### config.mk
export PLATFORM = sky130hd
export DESIGN_NAME = pause_rx_timer
export DESIGN_NICKNAME = d
export VERILOG_FILES = /design/src/rtl/pause_rx_timer.sv
export SDC_FILE = /design/constraint.sdc
export NUM_CORES = 1
export LEC_CHECK = 0
export CAP_MARGIN = 20
export CELL_PAD_IN_SITES_DETAIL_PLACEMENT = 2
export CELL_PAD_IN_SITES_GLOBAL_PLACEMENT = 2
export CORE_UTILIZATION = 22
export CTS_CLUSTER_DIAMETER = 100
export DETAILED_ROUTE_END_ITERATION = 8
export GPL_ROUTABILITY_DRIVEN = 0
export MAX_ROUTING_LAYER = met4
export PLACE_DENSITY = 0.8
export SLEW_MARGIN = 10
export SYNTH_ARGS = -nofsm -noshare
export SYNTH_HDL_FRONTEND = slang
export SYNTH_SLANG_ARGS = --single-unit
### constraint.sdc
create_clock -name clk -period 2.35 [get_ports clk]
set_input_delay 0.47 -clock clk [delete_from_list [all_inputs] [get_ports clk]]
set_output_delay 0.47 -clock clk [all_outputs]
set_load 0.02 [all_outputs]
### src/rtl/pause_rx_timer.sv
module pause_rx_timer #(
  parameter int QW = 16,
  parameter logic [15:0] CTRL_TYPE = 16'h8808,
  parameter logic [15:0] PAUSE_OP = 16'h0001
) (
  input  logic          clk,
  input  logic          rst_n,
  input  logic          frame_end,
  input  logic          crc_ok,
  input  logic [15:0]   ether_type,
  input  logic [15:0]   opcode,
  input  logic [QW-1:0] quanta,
  input  logic          tx_busy,
  input  logic          slot_tick,
  output logic          tx_pause,
  output logic          ctrl_drop
);
  logic [QW-1:0] cnt;
  logic is_ctrl, is_pause, step;

  assign is_ctrl   = frame_end && crc_ok && (ether_type == CTRL_TYPE);
  assign is_pause  = is_ctrl && (opcode == PAUSE_OP);
  assign step      = slot_tick && !tx_busy && (cnt != '0);
  assign ctrl_drop = is_ctrl;
  assign tx_pause  = (cnt != '0);

  always_ff @(posedge clk) begin
    if (!rst_n)        cnt <= '0;
    else if (is_pause) cnt <= quanta;
    else if (step)     cnt <= cnt - 1'b1;
  end
endmodule

# Word level (Yosys, flattened, before mapping)
# Index checks and enable logic that the tools add are counted.
# totals
regBits,16
in_bits,54
out_inout_bits,2
word_cells,14
# op_classes
addsub,1
eq_ne,2
n_mux,2
reduce_logical,8
# op_table
cell,count
$mux 16,2
$eq 16x1->1 const B,1
$eq 16x16->1 const B,1
$reduce_bool 16->1,1
$sub 16x1->16 const B,1
$logic_and 1x1->1,5
$reduce_bool 2->1,1
$logic_not 1->1,1

# Longest topological paths before layout
# Gate-level depths: netlist of run 1.
# logic_depth
word_depth,5
depth_mapped,7
ltp_nobuf,6

# Worst setup path after synthesis of run 1
# No wires, ideal clock.
# synth_timing
path_type,input to output
startpoint,input port ether_type[13]
endpoint,output port ctrl_drop
t_arrival_ns,1.623
required_ns,1.880
slack_ns,0.257
path_stages,4
n_path_buf,2
cell_sequence,or4b_1 -> clkbuf_1 -> clkbuf_8 -> nor2_1
# synth_between
elab_chain_len,2
# synth_rtl
element,line,text
"start, declared",10,"input logic [15:0] ether_type,"
$eq 16x16->1,21,assign is_ctrl = frame_end && crc_ok && (ether_type == CTRL_TYPE);
$logic_and 1x1->1,21,
"end, declared",16,output logic ctrl_drop
# Every way passes these cells.

# Worst setup path after layout of run 1
# layout_timing
startpoint,input port ether_type[13]
endpoint,register cnt[9]
# layout_between
elab_chain_len,4
# layout_rtl
element,line,text
$eq 16x16->1 (*),21,
$logic_and 1x1->1 (*),21,
$logic_and 1x1->1 (*),22,assign is_pause = is_ctrl && (opcode == PAUSE_OP);
$mux 16 / $reduce_bool 2->1 (equally long branches),-,
"end signal, assigned",29,else if (is_pause) cnt <= quanta;
"end signal, assigned",30,else if (step) cnt <= cnt - 1'b1;
"end, declared",18,logic [QW-1:0] cnt;
# Mark *: on every way between the ends. The rest lies on a longest branch, timed or not.
# A chain may end at the register's enable or synchronous reset.

==> results of run 1 <==
[metal layers]
metal  wire length [um]  track usage  part of all wire
met3                128      0.03704             0.024
met2               2867       0.3491              0.54
met5                  0            -                 0
met1               2272       0.2353              0.43
met4                 53      0.03704             0.010
[through the flow]
step	power (uW)	cell area (um2)	worst slack, ps
global route	1969	1954	-10.66
finish	1814	1954	44.43
CTS	1821	1936	15.53
detailed placement	1534	1857	-371.6
global placement	1442	1857	-302.7
floorplan	1098	1201	257.0
[what timing repair did]
item,in CTS,in global routing
pin swaps,0,2
endpoints found under the setup margin,17,8
hold endpoints to repair,0,0
resized for setup,7,6
[kinds of logic after synthesis]
group,count (synthesis)
compound gates,48
fa+ha+maj,1
buf+inv,17
flops,16
simple gates,59
[placed cells by master (no fill, tap or decap), types with 2 or more instances in the layout]
cell / netlist / routed
a31o_2: 2 / 2
a31oi_1: 13 / 12
buf_4: 0 / 15
clkbuf_8: 5 / 4
clkdlybuf4s50_1: 0 / 53
dfxtp_1: 16 / 16
inv_1: 5 / 5
nand2_1: 3 / 3
nand4_1: 4 / 4
nand4b_1: 3 / 3
nor2_1: 8 / 8
nor3_1: 5 / 5
nor4_1: 11 / 9
o21ai_0: 8 / 8
o31ai_1: 3 / 3
o41ai_1: 17 / 17
or3_1: 4 / 3
or3_2: 3 / 3
or3_4: 2 / 3
or4_1: 2 / 2
or4b_1: 3 / 2
[power by group through the flow]
stage | combinational, uW | sequential [uW] | clock [uW]
3_3_place_gp | 996 | 445 | 0
6_report | 1090 | 465 | 255
5_1_grt | 1220 | 480 | 270
3_5_place_dp | 1080 | 459 | 0
2_1_floorplan | 689 | 408 | 0
4_1_cts | 1100 | 461 | 258
[path summary, 6_finish.rpt]
| path | start | slack (ps) | endpoint |
|---|---|---|---|
| setup / recovery | ether_type[13] | 40 | cnt[9] |
| hold / removal | cnt[10] | 530 | cnt[10] |
| hold reg to reg | cnt[10] | 530 | cnt[10] |
| setup reg to reg | cnt[2] | 230 | cnt[9] |
[cell type report]
| type | count | area, um2 |
|---|---|---|
| Clock buffer | 4 | 55.05 |
| Fill cell | 593 | 3218 |
| Inverter | 5 | 18.77 |
| Multi-Input combinational cell | 108 | 800.8 |
| Sequential cell | 16 | 320.3 |
| Tap cell | 70 | 87.58 |
| Timing Repair Buffer | 71 | 671.9 |
[tightest hold or removal path, delay by kind of cell, from the launching register on]
| family | cells | cell delay, ps |
|---|---|---|
| flip-flops | 1 | 340 |
| AO/OA/AOI/OAI | 2 | 140 |
[cells in the mapped netlist, drive strengths merged]
library cell / instances / share of area
nand4b: 3 / 0.022
dfxtp: 16 / 0.27
nor4: 11 / 0.057
or3b: 1 / 0.0073
inv: 5 / 0.016
a41o: 1 / 0.0083
nand4: 4 / 0.021
nand3: 1 / 0.0042
nand2b: 1 / 0.0052
nand2: 3 / 0.0094
and4b: 1 / 0.0094
and4: 1 / 0.0073
clkbuf: 10 / 0.075
ha: 1 / 0.010
dlygate4sd1: 1 / 0.0073
or4b: 3 / 0.025
a311oi: 1 / 0.0073
nor3: 5 / 0.021
nor3b: 1 / 0.0063
o41ai: 17 / 0.12
a211oi: 1 / 0.0063
or3: 9 / 0.058
o21a: 1 / 0.0063
nor4b: 1 / 0.0073
nor2: 8 / 0.025
o21ai: 8 / 0.033
or4: 4 / 0.029
a31o: 2 / 0.015
o31ai: 3 / 0.019
a31oi: 13 / 0.068
nor4bb: 1 / 0.0083
buf: 1 / 0.0031
nand3b: 1 / 0.0063
o211ai: 1 / 0.0063
==> out/qor.csv, run 1 <==
stage,metric,value,unit
outcome,status,"complete, no violations",
pwr,power density over cell area,928.1,nW/um2
layout,share of cells above drive strength 1,0.1863,
timing,fin crit period,2306,ps
routing,Final Routed Wirelength,5.321,mm
pwr,Reg power frac,0.256,
routing,Routed wire per std cell,19.42,um
die,io pins,56,
layout,area grow syn2layout,62.71,%
grt,number of global-route vias before repair,1686,
setup_path,critical path's top delay family,simple AND/OR/NAND/NOR gates,
timing,post-route clock period utilization,0.9811,
clocking,Root Driver,clkbuf_8,
layout,final std cells w/o fill,274,
worst_hold_path,worst hold path depth,2,
flow_run,max-cap viol count,0,
layout,Final Core Density,0.3778,
placed_design,Post-DP HPWL,4.155,mm
routing,drt first pass iters,5,
layout,Biggest register,cnt,
routing,Antenna Violating Nets Remaining,0,
pwr,switch share,0.4600,
clocking,total CTS buffers,3,
timing,Fmax,0.4337,GHz
setup_path,startpoint types,input pin,
grt,global-route wire length before repair,8.335,mm
clocking,CTS max path bufs,2,
placed_design,input/output buffers,55,
clocking,clock slew at reported path FFs,70,ps
clocking,Hold Buf Count CTS,0,
synthesis,"Seq/Total Area, Yosys",0.2667,
pwr,Comb pwr share,0.603,
setup_path,kind of critical path,in -> reg,
synthesis,Syn Area/Cell,8.519,um2
die,Die Area,5759,um2
setup_path,CP Buf/Inv Count,3,
timing,"Hold Vio Cnt, Final",0,
routing,starting DRC count in detailed routing,33,
synthesis,post-synthesis mux area share,0,
timing,worst hold margin,526.4,ps
grt,GRT Resource Usage Total,0.1982,
synthesis,Synth Area in Compound Gates,0.2927,
timing,final setup TNS,0,ps
grt,grt ovf,0,
synthesis,largest family of logic cells by synthesized area,simple AND/OR/NAND/NOR gates,
die,chip height,75.89,um
synthesis,post-synth net total,196,
layout,final layout net count,260,
timing,skew final,2.274,ps
clocking,CTS tree,built,
timing,relative slew slack,0.5786,
setup_path,"slowest stage delay, CP",570,ps
die,die width,75.89,um
synthesis,Synth Register Bits,16,
layout,Antenna Cells,0,
pwr,Peak VDD IR,0.4470,mV
setup_path,cells on worst reg2reg path,4,
setup_path,stages on the worst setup path,6,
pwr,leak pwr,0.0006575,uW
worst_hold_path,Min-Delay Path Class,reg -> reg,
layout,biggest regs,cnt: 16 flops,
routing,Via density,5.489,
setup_path,Most Frequent Cell on Critical Path,buf_4,
clocking,post-CTS setup buffers,0,
timing,Worst-Margin Slew,630.1,ps
setup_path,WP data required,2530,ps
synthesis,Synth Area in Adders,0.01042,
synthesis,Yosys cell types,40,
synthesis,Synth Area in Simple Gates,0.3292,
placed_design,Cells after DPL,270,
synthesis,synthesized cell area,1201,um2
routing,Vias,1504,
setup_path,crit-path max FO,17,
clocking,Clock Latency Late Sink,250,ps
die,Starting Density,0.2322,
timing,Final Max Slew Viols,0,
clocking,# H-tree levels,1,
clocking,clock sinks,16,
grt,largest net degree at the start of global routing,18,
setup_path,CP Cell Sequence,"clkdlybuf4s50_1, or4b_1, buf_4, or3_4, buf_4, a31oi_2",
setup_path,CP arrival,2480,ps
routing,post-route DRC violation count,0,
timing,final setup fails,0,
layout,max reg flops,16,
setup_path,Slowest cell on crit path,or4b_1,
pwr,Clk pwr share,0.141,
synthesis,post-synthesis xor/xnor area fraction,0,
die,num rows,26,
pwr,P_int,979.4,uW
die,CORE AREA,5172,um2
synthesis,Gate Count Post-Synth,141,
grt,initial antenna violation count,0,
synthesis,yosys warns,0,
setup_path,Setup crit end kind,flip-flop,
pwr,Switch Pwr,834.4,uW
(Power assumes the default switching activity.)
==> run 2: changes to the inputs <==
--- a/config.mk
+++ b/config.mk
@@ -12,6 +12,7 @@
 export CTS_CLUSTER_DIAMETER = 100
 export DETAILED_ROUTE_END_ITERATION = 8
 export GPL_ROUTABILITY_DRIVEN = 0
+export GPL_TIMING_DRIVEN = 1
 export MAX_ROUTING_LAYER = met4
 export PLACE_DENSITY = 0.8
 export SLEW_MARGIN = 10
==> results of run 2 <==
Final layout, timing and power as in run 1 (identical DEF).
